`src/rtl/i2cm_pkg.sv`:
```
package i2cm_pkg;
  localparam logic [2:0] OP_START   = 3'd0;
  localparam logic [2:0] OP_RESTART = 3'd1;
  localparam logic [2:0] OP_WRITE   = 3'd2;
  localparam logic [2:0] OP_RD_ACK  = 3'd3;
  localparam logic [2:0] OP_RD_NACK = 3'd4;
  localparam logic [2:0] OP_STOP    = 3'd5;

  localparam int BYTE_BITS   = 8;
  localparam int PH_PER_BIT  = 4;
  localparam int BYTE_PHASES = (BYTE_BITS + 1) * PH_PER_BIT;
  localparam int PH_W        = $clog2(BYTE_PHASES);

  typedef logic [PH_W-1:0] phase_t;

  // 1 = pull the line low, 0 = release it
  typedef struct packed {
    logic scl;
    logic sda;
  } pull_t;

  function automatic logic is_cond(input logic [2:0] op);
    return (op == OP_START) || (op == OP_RESTART) || (op == OP_STOP);
  endfunction

  function automatic logic is_byte(input logic [2:0] op);
    return (op == OP_WRITE) || (op == OP_RD_ACK) || (op == OP_RD_NACK);
  endfunction

  function automatic phase_t last_phase(input logic [2:0] op);
    if (is_byte(op))      return phase_t'(BYTE_PHASES - 1);
    else if (is_cond(op)) return phase_t'(PH_PER_BIT - 1);
    else                  return '0;
  endfunction

  // Line pattern for phase ph of a moving command
  function automatic pull_t line_pattern(input logic [2:0] op, input phase_t ph,
                                         input logic [7:0] data);
    pull_t      p;
    logic [1:0] q;
    logic [3:0] bi;
    logic       bitval;
    q  = ph[1:0];
    bi = ph[5:2];
    p  = '0;
    if (op == OP_STOP) begin
      p.scl = (q == 2'd0);
      p.sda = (q == 2'd0) || (q == 2'd1);
    end else if (is_cond(op)) begin
      p.scl = (q == 2'd0) || (q == 2'd3);
      p.sda = (q == 2'd2) || (q == 2'd3);
    end else begin
      p.scl = (q == 2'd0) || (q == 2'd3);
      if (bi < 4'd8)
        bitval = (op == OP_WRITE) ? data[~bi[2:0]] : 1'b1;
      else
        bitval = (op == OP_RD_ACK) ? 1'b0 : 1'b1;
      p.sda = ~bitval;
    end
    return p;
  endfunction
endpackage

```
`src/rtl/i2cm_tick.sv`:
```
module i2cm_tick #(
  parameter int DIV_W = 16
) (
  input  logic             clk,
  input  logic             rst,
  input  logic             load,
  input  logic             run,
  input  logic [DIV_W-1:0] div_in,
  output logic             tick
);
  logic [DIV_W-1:0] cnt_q;
  logic [DIV_W-1:0] div_q;

  assign tick = run && (cnt_q == div_q);

  always_ff @(posedge clk) begin
    if (rst) begin
      cnt_q <= '0;
      div_q <= '0;
    end else if (load) begin
      cnt_q <= '0;
      div_q <= div_in;
    end else if (run) begin
      cnt_q <= tick ? '0 : cnt_q + 1'b1;
    end
  end

  p_cnt_bound_r3: assert property (@(posedge clk) disable iff (rst)
    run |-> (cnt_q <= div_q));
  p_div_held_r3: assert property (@(posedge clk) disable iff (rst)
    (run && !load) |=> (div_q == $past(div_q)));
endmodule

```
`src/rtl/i2cm_sync.sv`:
```
module i2cm_sync #(
  parameter int STAGES = 2
) (
  input  logic clk,
  input  logic rst,
  input  logic din,
  output logic dout
);
  logic [STAGES-1:0] sh_q;

  generate
    if (STAGES == 1) begin : g_one
      always_ff @(posedge clk) begin
        if (rst) sh_q <= '1;
        else     sh_q <= din;
      end
    end else begin : g_chain
      always_ff @(posedge clk) begin
        if (rst) sh_q <= '1;
        else     sh_q <= {sh_q[STAGES-2:0], din};
      end
    end
  endgenerate

  assign dout = sh_q[STAGES-1];
endmodule

```
`src/rtl/i2cm_seq.sv`:
```
module i2cm_seq
  import i2cm_pkg::*;
(
  input  logic       clk,
  input  logic       rst,
  input  logic       tick,
  input  logic       sda_s,
  input  logic       cmd_valid,
  input  logic [2:0] cmd_op,
  input  logic [7:0] cmd_data,
  output logic       cmd_ready,
  output logic       busy,
  output logic       accept,
  output logic       done,
  output logic [7:0] done_data,
  output logic       done_ack,
  output logic       scl_oe,
  output logic       sda_oe
);
  logic [2:0] op_q;
  logic [7:0] data_q;
  logic [7:0] rx_q;
  logic       ack_q;
  phase_t     ph_q;
  pull_t      nxt;
  logic       sample_now;

  assign accept     = cmd_valid && cmd_ready;
  assign sample_now = busy && tick && (ph_q[1:0] == 2'd1);

  always_comb begin
    if (accept) nxt = line_pattern(cmd_op, '0, cmd_data);
    else        nxt = line_pattern(op_q, ph_q + 1'b1, data_q);
  end

  always_ff @(posedge clk) begin
    if (rst) begin
      cmd_ready <= 1'b1;
      busy      <= 1'b0;
      done      <= 1'b0;
      done_data <= '0;
      done_ack  <= 1'b0;
      scl_oe    <= 1'b0;
      sda_oe    <= 1'b0;
      op_q      <= '0;
      data_q    <= '0;
      rx_q      <= '0;
      ack_q     <= 1'b0;
      ph_q      <= '0;
    end else begin
      done <= 1'b0;
      if (accept) begin
        cmd_ready <= 1'b0;
        busy      <= 1'b1;
        op_q      <= cmd_op;
        data_q    <= cmd_data;
        rx_q      <= '0;
        ack_q     <= 1'b0;
        ph_q      <= '0;
        if (is_cond(cmd_op) || is_byte(cmd_op)) begin
          scl_oe <= nxt.scl;
          sda_oe <= nxt.sda;
        end
      end else if (busy && tick) begin
        if (sample_now) begin
          if (ph_q[5:2] < 4'd8) rx_q <= {rx_q[6:0], sda_s};
          else                  ack_q <= sda_s;
        end
        if (ph_q == last_phase(op_q)) begin
          busy      <= 1'b0;
          cmd_ready <= 1'b1;
          done      <= 1'b1;
          done_data <= is_byte(op_q) ? rx_q : 8'h00;
          done_ack  <= is_byte(op_q) ? ack_q : 1'b0;
        end else begin
          ph_q <= ph_q + 1'b1;
          if (is_cond(op_q) || is_byte(op_q)) begin
            scl_oe <= nxt.scl;
            sda_oe <= nxt.sda;
          end
        end
      end
    end
  end

  p_ready_busy_r2: assert property (@(posedge clk) disable iff (rst)
    cmd_ready == !busy);
  p_accept_busy_r2: assert property (@(posedge clk) disable iff (rst)
    accept |=> (busy && !cmd_ready));
  p_done_pulse_r2: assert property (@(posedge clk) disable iff (rst)
    done |=> !done);
  p_done_end_r2: assert property (@(posedge clk) disable iff (rst)
    done |-> (!busy && $past(busy)));
  p_sda_scl_low_r6: assert property (@(posedge clk) disable iff (rst)
    (!scl_oe && !$past(scl_oe) && (sda_oe != $past(sda_oe))) |-> is_cond(op_q));
  p_start_end_r4: assert property (@(posedge clk) disable iff (rst)
    (done && (op_q == OP_START || op_q == OP_RESTART)) |-> (scl_oe && sda_oe));
  p_stop_end_r5: assert property (@(posedge clk) disable iff (rst)
    (done && op_q == OP_STOP) |-> (!scl_oe && !sda_oe));
  p_cond_zero_r11: assert property (@(posedge clk) disable iff (rst)
    (done && is_cond(op_q)) |-> (done_data == 8'h00 && !done_ack));
endmodule

```
`src/rtl/i2cm_master.sv`:
```
module i2cm_master #(
  parameter int DIV_W     = 16,
  parameter int SYNC_STGS = 2
) (
  input  logic             clk,
  input  logic             rst,
  input  logic [DIV_W-1:0] clk_div,
  input  logic             cmd_valid,
  output logic             cmd_ready,
  input  logic [2:0]       cmd_op,
  input  logic [7:0]       cmd_data,
  output logic             busy,
  output logic             done,
  output logic [7:0]       done_data,
  output logic             done_ack,
  output logic             scl_oe,
  output logic             sda_oe,
  input  logic             sda_i
);
  logic tick;
  logic accept;
  logic sda_s;

  i2cm_sync #(.STAGES(SYNC_STGS)) u_sync (
    .clk (clk),
    .rst (rst),
    .din (sda_i),
    .dout(sda_s)
  );

  i2cm_tick #(.DIV_W(DIV_W)) u_tick (
    .clk   (clk),
    .rst   (rst),
    .load  (accept),
    .run   (busy),
    .div_in(clk_div),
    .tick  (tick)
  );

  i2cm_seq u_seq (
    .clk      (clk),
    .rst      (rst),
    .tick     (tick),
    .sda_s    (sda_s),
    .cmd_valid(cmd_valid),
    .cmd_op   (cmd_op),
    .cmd_data (cmd_data),
    .cmd_ready(cmd_ready),
    .busy     (busy),
    .accept   (accept),
    .done     (done),
    .done_data(done_data),
    .done_ack (done_ack),
    .scl_oe   (scl_oe),
    .sda_oe   (sda_oe)
  );
endmodule

```
`config.mk`:
```
export PLATFORM = sky130hd
export DESIGN_NAME = i2cm_master
export DESIGN_NICKNAME = d
export VERILOG_FILES = /design/src/rtl/i2cm_pkg.sv /design/src/rtl/i2cm_tick.sv /design/src/rtl/i2cm_sync.sv /design/src/rtl/i2cm_seq.sv /design/src/rtl/i2cm_master.sv
export SDC_FILE = /design/constraint.sdc
export NUM_CORES = 1
export LEC_CHECK = 0
export ABC_AREA = 1
export BUFFER_PORTS_ARGS = -buffer_cell sky130_fd_sc_hd__buf_2
export CORE_MARGIN = 2
export CORE_UTILIZATION = 30
export CTS_CLUSTER_DIAMETER = 50
export DETAILED_ROUTE_END_ITERATION = 6
export PLACE_DENSITY_LB_ADDON = 0.15
export SYNTH_ARGS = -nofsm -noshare
export SYNTH_HDL_FRONTEND = slang
export SYNTH_SLANG_ARGS = --single-unit
```
`constraint.sdc`:
```
create_clock -name clk -period 1.8 [get_ports clk]
set_input_delay 0.27 -clock clk [delete_from_list [all_inputs] [get_ports clk]]
set_output_delay 0.27 -clock clk [all_outputs]
set_load 0.03 [all_outputs]
```
==> results of run 1 <==
## per-stage QoR
step / hold WS [ps] / cells
CTS: 110 / 686
detailed placement: 397 / 670
global route: 110 / 686
global placement: 396 / 670
finish: 115 / 686
floorplan: 374 / 481
## power groups by stage
stage / combinational [W] / clock [W] / sequential, W
after global routing: 0.000434 / 0.00213 / 0.00175
after detailed placement: 0.000382 / 0 / 0.00178
after CTS: 0.000384 / 0.00205 / 0.00174
after global placement: 0.000379 / 0 / 0.00178
final: 0.000379 / 0.00201 / 0.00174
after floorplan: 0.000243 / 0 / 0.00178
## path summary, 6_finish.rpt
check | endpoint | cells after the start | slack (ps)
setup / recovery | u_tick.cnt_q[15] | 11 | 170
hold / removal | u_sync.sh_q[0] | 2 | 120
hold reg to reg | u_sync.sh_q[1] | 1 | 410
setup reg to reg | u_tick.cnt_q[15] | 11 | 170
## cells in the mapped netlist (all sizes together)
master | n | area, um^2
nor3 | 9 | 56.3
or2 | 4 | 25.0
buf | 2 | 11.3
nand3 | 37 | 240
nor2 | 70 | 305
xnor2 | 4 | 35.0
a21oi | 38 | 198
nand4 | 4 | 25.0
o21ai | 44 | 228
dfxtp | 74 | 1480
ha | 3 | 37.5
o21a | 1 | 7.51
nor4 | 1 | 6.26
a211oi | 3 | 22.5
clkinv | 4 | 20.0
nand2 | 103 | 414
clkbuf | 9 | 33.8
a31oi | 2 | 12.5
nand3b | 2 | 15.0
nor3b | 1 | 7.51
o211ai | 1 | 7.51
inv | 59 | 224
xor2 | 6 | 52.6
## flip-flops by register name (all words and copies together), names as in the netlist, 2 cells and up
register and flops:
u_tick.div_q 16, u_seq.done_data 8, u_seq.ph_q 6, u_seq.op_q 3
u_sync.sh_q 2, u_tick.cnt_q 16, u_seq.rx_q 8, u_seq.data_q 8
## worst max-delay path, cell delays in order (launching register included)
cell and delay (ps):
dfxtp_1 430, nand3_2 140, nor2_2 140, nand2_2 80, nor2_4 90, nand2_2 90
nor2_4 120, nand3_2 90, nor2_2 100, xor2_1 150, inv_1 60, nor2_2 70
## area by class of cell
cell class / instances / area [um^2]
Inverter: 63 / 244
Fill cell: 1224 / 7090
Sequential cell: 74 / 1490
Tap cell: 143 / 179
Clock inverter: 4 / 72.6
Clock buffer: 12 / 267
Timing Repair Buffer: 57 / 318
Multi-Input combinational cell: 333 / 1720
## cells by family after synthesis
family | after synthesis
AND/OR/NAND/NOR | 231
flip-flops | 74
adder cells (fa/ha/maj) | 3
AO/OA/AOI/OAI | 89
buffers and inverters | 74
XOR/XNOR | 10
## per-layer routing
metal,vias up,GRT usage
li1,1660,-
met3,8,0.0332
met1,1404,0.171
met5,-,0
met4,0,0.0469
met2,34,0.232
==> flow_summary.ini, run 1 <==
[run_status]
status = completed

[cells_and_area]
syn_to_final_growth_pct = 23.6
final_core_util = 0.377
nets = 572
n_antenna_cell = 0
final_common_cell = nand2_1
drive_gt1_frac = 0.238
layout_common_cells = nand2_1 (92), dfxtp_1 (71), nor2_1 (58)
finalInstanceArea_um2 = 4280

[floorplan]
die_y_um = 111
dieArea_um2 = 12400
core_area_um2 = 11400
fp-row-count = 39
ios = 45
die_w_um = 111
start_util = 0.305

[logic_synthesis]
synth_xor_area_frac = 0.0253
yosys_warnings = 0
yosysUniqueCellTypes = 39
synth_cells = 481
synthMuxAreaShare = 0
synth_nets = 515
syn_area_per_cell_um2 = 7.21
synthAdderAreaFrac = 0.0108
ys_seq_area_frac = 0.427
netlist_area_um2 = 3470
ys_ff_latch = 74
yosys.area_share.simple = 0.316
synth_compound_gate_area_share = 0.137
synth_top_family_by_area = simple AND/OR/NAND/NOR gates

[clock_network]
cts.sinks = 74
postCtsHoldBufs = 0
cts_tree = yes
h-tree-depth = 3
path_clk_slew_ps = 60
worstSkewPairLatency_ps = 330
cts_resized = 0
cts_root_buffer = clkbuf_16
cts_setup_buffers = 0
tritoncts.num_buffers = 9
cts_buffer_depth = 2

[sta]
period_share = 0.905
finalSetupTns_ps = 0
final.setup_skew_ps = 5.75
slew_headroom = 0.719
fin_ws_ps = 171
hold_viol_final = 0
max_freq_mhz = 614
worst_slew_pin_slew_ps = 418
period_needed_ps = 1630
rsz0062_at_grt = no
setup_violations = 0
slew_viol_final = 0

[drt]
drc = 0
wl_met3_um = 277
route.met2.wl_um = 3860
avgViaCountPerCell = 4.53
wl_per_cell_um = 11.8
ant_nets = 0
drt-total-wl_um = 8110
first_pass_iters = 4
vias = 3106
wl_met1_um = 3860
drtIter0Drc = 92
top_layer = met4

[global_routing]
grt_pass1_wl_um = 13800
overflow = 0
antenna_found_initial = 0
grt_max_degree = 21
grt_pass1_vias = 3020
track_usage = 0.137

[hold_path]
hp-class = in -> reg
hold_start = sda_i

[place]
placed_area_um2 = 3920
portBuffers = 44
place.gp.congestion = 0.794
dp.final_hpwl_um = 6160
pre_cts_ws_ps = 80.2

[worst_setup_path]
critical_path_class = reg -> reg
cp-startpoint = u_tick.cnt_q[3]
end_kind = register
rr_startpoint = u_tick.cnt_q[3]
worstPathMaxFanout = 5
arrival_ps = 1910
worstSetupStartpointType = register
worstPathRequired_ps = 2080

[power_and_ir_drop]
power_w = 0.00413
internal_power_w = 0.00317
p_leak_nw = 1.86
p_per_area_nw_per_um2 = 964
p_comb_frac = 0.092
p_sw_w = 0.000962
ir_worst_vdd_v = 0.000485
p_sw_frac = 0.233
clkPwrFrac = 0.486
sequentialPowerShare = 0.422

[flow_run]
max-cap-violations = 0
Note: power is estimated with default switching activity, not from simulation.
==> run 2, diff against run 1 <==
--- a/config.mk
+++ b/config.mk
@@ -7,7 +7,7 @@
 export LEC_CHECK = 0
 export ABC_AREA = 1
 export BUFFER_PORTS_ARGS = -buffer_cell sky130_fd_sc_hd__buf_2
-export CORE_MARGIN = 2
+export CORE_MARGIN = 5
 export CORE_UTILIZATION = 30
 export CTS_CLUSTER_DIAMETER = 50
 export DETAILED_ROUTE_END_ITERATION = 6
==> run 2 against run 1 <==
  * Sequential power barely moved
  * Critical path depth up 2
  * Die area is 11% higher
  * Power increased by 2.4%
  * Critical endpoint is now u_tick.cnt_q[2]
  * Highest routed layer unchanged
==> flow_summary.ini, run 2 (same netlist as run 1, synthesis figures left out) <==
[run_status]
status = completed

[place]
dp.final_hpwl_um = 6270
portBuffers = 44
post-place-cells = 670
place.gp.congestion = 0.803
pre_cts_ws_ps = 35.2
placed_area_um2 = 3920

[clock_network]
tritoncts.num_buffers = 9
h-tree-depth = 3
postCtsHoldBufs = 0
path_clk_slew_ps = 60
worstSkewPairLatency_ps = 330
cts_root_buffer = clkbuf_16
cts.sinks = 74
cts_tree = yes
cts_buffer_depth = 2

[cells_and_area]
finalInstanceArea_um2 = 4310
final_cells = 687
largestRegisters = u_tick.cnt_q x16, u_tick.div_q x16
final_core_util = 0.379
final.fill_count = 1228
drive_gt1_frac = 0.244
final_common_cell = nand2_1
n_antenna_cell = 0
layout_common_cells = nand2_1 (92), dfxtp_1 (67), nor2_1 (60)
nets = 573
syn_to_final_growth_pct = 24.5

[floorplan]
die_w_um = 117
fp-row-count = 39
start_util = 0.305
core_area_um2 = 11400
dieArea_um2 = 13800
ios = 45
die_y_um = 117

[worst_setup_path]
end_kind = register
critPathSlowestCell = dfxtp_2
worstPathMaxFanout = 9
worstPathRequired_ps = 2030
cp_slowest_stage_delay_ps = 350
path_cells = inv_1, nand2_1, nand2_1, nor2_1, nand2_1, nor2_4, nand3_4, nand2_2, inv_2, nand2_4, inv_2, nand3b_1, inv_1
worstSetupStartpointType = register
arrival_ps = 1890
cp_common_cell = nand2_1
critical_path_class = reg -> reg

[drt]
first_pass_iters = 4
drtIter0Drc = 103
drt-total-wl_um = 8320
ant_nets = 0
vias = 3118
avgViaCountPerCell = 4.54
drc = 0
wl_per_cell_um = 12.1

[sta]
period_needed_ps = 1660
rsz0062_at_grt = no
worst_slew_pin_slew_ps = 400
period_share = 0.921
slew_headroom = 0.731
fin_ws_ps = 143
max_freq_mhz = 603
slew_viol_final = 0
finalSetupTns_ps = 0
final.setup_skew_ps = 7.05
setup_violations = 0
hold_viol_final = 0

[global_routing]
track_usage = 0.125
grt_pass1_vias = 3091
antenna_found_initial = 0
grt_pass1_wl_um = 14300
grt_max_degree = 21
overflow = 0

[flow_run]
max-cap-violations = 0

[power_and_ir_drop]
p_leak_nw = 1.88
ir_worst_vdd_v = 0.000497
p_per_area_nw_per_um2 = 980

[hold_path]
hp-class = in -> reg
## run 2: changes by cell type in the layout (fill, tap and decap cells not counted), moves of 2 or more
cell	change
dfxtp_1	-4
dfxtp_2	+4
nor2_1	+2
nor2_2	-2
## run 2: final timing paths
path	end	start	cells past startpoint	slack [ps]
max	u_tick.cnt_q[2]	u_tick.cnt_q[5]	13	140
min	u_sync.sh_q[0]	sda_i	2	120
max reg2reg	u_tick.cnt_q[2]	u_tick.cnt_q[5]	13	140
min reg2reg	u_sync.sh_q[1]	u_sync.sh_q[0]	1	410
## run 2: area by class of cell
type                       count  area [um^2]  area share
clock buffer                  11          253      0.0586
multi-input combinational    333         1720       0.399
tap                          143          179      0.0415
timing repair buffer          58          325      0.0754
inverter                      63          244      0.0566
sequential                    74         1490       0.345
clock inverter                 5          100      0.0232
## run 2: metal layers
layer | vias to the layer above | track usage | wire [um]
met5 | - | 0 | 0
met4 | 0 | 0.0480 | 155
met3 | 12 | 0.0293 | 208
met2 | 27 | 0.215 | 4120
met1 | 1416 | 0.150 | 3840
li1 | 1663 | - | -
## run 2: power breakdown
part / internal, W / switching, W / total (W) / leakage [nW]
clock: 0.00142 / 0.000682 / 0.00211 / 0.176
sequential: 0.00170 / 0.0000417 / 0.00174 / 0.607
combinational: 0.000140 / 0.000238 / 0.000378 / 1.10
total: 0.00327 / 0.000962 / 0.00423 / 1.88
## run 2: stage by stage
| step | hold WS (ps) | power, W |
|---|---|---|
| 2_1_floorplan | 374 | 0.00202 |
| 3_3_place_gp | 395 | 0.00216 |
| 3_5_place_dp | 399 | 0.00216 |
| 4_1_cts | 105 | 0.00430 |
| 5_1_grt | 116 | 0.00443 |
| 6_report | 124 | 0.00423 |
## run 2: repair_timing
item | in CTS | in global routing
resized for setup | 0 | 16
setup buffers | 0 | 1
endpoints found under the setup margin | 0 | 33
## run 2: critical path: cells and delay by family (launching register included)
kind                   cells  cell delay (ps)
AND/OR/NAND/NOR            9              940
flip-flops                 1              350
buffers and inverters      4              240
==> run 3, diff against run 2 <==
--- a/config.mk
+++ b/config.mk
@@ -14,4 +14,5 @@
 export PLACE_DENSITY_LB_ADDON = 0.15
 export SYNTH_ARGS = -nofsm -noshare
 export SYNTH_HDL_FRONTEND = slang
+export SYNTH_HIERARCHICAL = 1
 export SYNTH_SLANG_ARGS = --single-unit
==> run 3 against run 2 <==
  * Final area grew 11%
  * Flip-flop and latch count is the same
  * The flow now finishes with violations (negative setup slack)
  * Critical endpoint is now u_seq/done_data[2]
  * Via count grew 9.8%
  * First-iteration DRC count grew 79%
==> flow_summary.ini, run 3 <==
[run_status]
status = finished with violations
violations = negative setup slack

[floorplan]
start_util = 0.309
fp-row-count = 39
ios = 45
die_y_um = 119
die_w_um = 119
dieArea_um2 = 14200
core_area_um2 = 11600

[drt]
drtIter0Drc = 184
avgViaCountPerCell = 4.51
wl_per_cell_um = 12.8
ant_nets = 0
vias = 3425
drc = 0
first_pass_iters = 4
drt-total-wl_um = 9720

[global_routing]
grt_pass1_vias = 3370
track_usage = 0.141
overflow = 0
grt_pass1_wl_um = 16300
antenna_found_initial = 0
grt_max_degree = 30

[cells_and_area]
largestRegisters = u_tick/cnt_q x16, u_tick/div_q x16
layout_common_cells = nand2_1 (113), nor2_1 (70), inv_1 (65), dfxtp_1 (65), buf_4 (56)
n_antenna_cell = 0
syn_to_final_growth_pct = 33.4
final_core_util = 0.413
nets = 646
final.fill_count = 1229
drive_gt1_frac = 0.277
final_common_cell = nand2_1

[sta]
rsz0062_at_grt = yes
finalSetupTns_ps = -12.1
max_freq_mhz = 552
period_share = 1.01
fin_ws_ps = -12.1
period_needed_ps = 1810
slew_viol_final = 0
setup_violations = 1
worst_slew_pin_slew_ps = 361
hold_viol_final = 0
final.setup_skew_ps = 9.10
slew_headroom = 0.758
whs_ps = 115

[worst_setup_path]
endpoint = u_seq/done_data[2]
cp-startpoint = u_tick/div_q[12]
reg2regPathDepth = 10
end_kind = register
worstPathMaxFanout = 5
r2r-end = u_seq/done_data[2]
critical_path_class = reg -> reg
reg2reg_setup_slack_ps = -10
worstPathRequired_ps = 2060
arrival_ps = 2070
rr_startpoint = u_tick/div_q[12]
worstSetupStartpointType = register

[clock_network]
cts_buffer_depth = 2
cts_tree = yes
h-tree-depth = 3
cts.sinks = 74
cts_root_buffer = clkbuf_16
tritoncts.num_buffers = 9
worstSkewPairLatency_ps = 330
path_clk_slew_ps = 60

[logic_synthesis]
ys_seq_area_frac = 0.414
synth_nets = 544
async_flop_share = 0
synth.most_common_cell = nand2_1
syn_area_per_cell_um2 = 7.02
yosys_warnings = 6
ys_ff_latch = 74
synthTopCellsByArea = dfxtp_1 (41%), nand2_1 (12%), nor2_1 (7.4%), inv_1 (7.0%), nand3_1 (4.5%)
netlist.area_leader.share = 0.414
yosysUniqueCellTypes = 41
netlist_area_um2 = 3580
synth_cells = 510
synth_ff_type = dfxtp_1
synth.top_cells.by_count = nand2_1 (117), dfxtp_1 (74), nor2_1 (71), inv_1 (67), nand3_1 (32)
synth_area_leader_cell = dfxtp_1
synth-edff-count = 0

[place]
place.gp.congestion = 0.936
dp.final_hpwl_um = 7320
pre_cts_ws_ps = -114
portBuffers = 44

[power_and_ir_drop]
p_per_area_nw_per_um2 = 843
p_leak_nw = 2.09
ir_worst_vdd_v = 0.000492
power_w = 0.00403

[flow_run]
max-cap-violations = 0

[hold_path]
hp-class = in -> reg
## run 3: how the worst min path moves through the flow
stage,startpoint,to,slack [ps],depth (start not counted)
floorplan,rst,u_seq/sda_oe,340,1
global placement,u_sync/sh_q[0],u_sync/sh_q[1],400,2
detailed placement,u_sync/sh_q[0],u_sync/sh_q[1],400,2
CTS,sda_i,u_sync/sh_q[0],100,3
global route,sda_i,u_sync/sh_q[0],100,3
finish,sda_i,u_sync/sh_q[0],110,3
## run 3: stage by stage
| stage | cells | area, um^2 |
|---|---|---|
| after floorplan | 510 | 3590 |
| after global placement | 738 | 4350 |
| after detailed placement | 738 | 4350 |
| after CTS | 758 | 4720 |
| after global routing | 760 | 4770 |
| final | 760 | 4770 |
## run 3: area by class of cell
class / instances / area (um^2) / share of cell area
clock inverter: 7 / 77.6 / 0.0162
inverter: 72 / 275 / 0.0577
tap: 143 / 179 / 0.0375
timing repair buffer: 103 / 683 / 0.143
clock buffer: 9 / 225 / 0.0472
sequential: 74 / 1490 / 0.313
multi-input combinational: 352 / 1840 / 0.386
## run 3: worst max-delay path: stages (launching register included)
cell and delay [ps]:
dfxtp_2 330, xnor2_2 160, nand3_1 90, nand3b_1 170
nor3_2 210, nand2_2 120, buf_6 140, nor3_4 140
buf_6 130, nand3_4 110, o21ai_2 150
## run 3: report_power, final
group | internal (W) | leakage, nW | switching (W)
Clock | 0.00109 | 0.152 | 0.000718
Combinational | 0.000200 | 1.33 | 0.000282
Sequential | 0.00170 | 0.608 | 0.0000382
Total | 0.00299 | 2.09 | 0.00104
## run 3: kinds of logic (layout without fill, tap and decap cells)
family	Yosys count	in the layout	synth area share
simple gates	250	251	0.307
compound gates	85	85	0.141
buf+inv	85	191	0.0937
flops	74	74	0.414
xor+xnor	13	13	0.0339
fa+ha+maj	3	3	0.0105
## run 3: per-layer routing
metal	track usage	share of wire	vias to the layer above
met2	0.211	0.42	57
met3	0.0313	0.034	6
met4	0.0507	0.011	0
met5	0	0	-
met1	0.199	0.53	1517
li1	-	-	1845
## run 3: what timing repair did
item | CTS | global route
buffers inserted | 3 | 2
hold buffers | 0 | 0
endpoints found under the setup margin | 21 | 25
resized for setup | 12 | 16
gates cloned | 1 | 0
pin swaps | 4 | 8
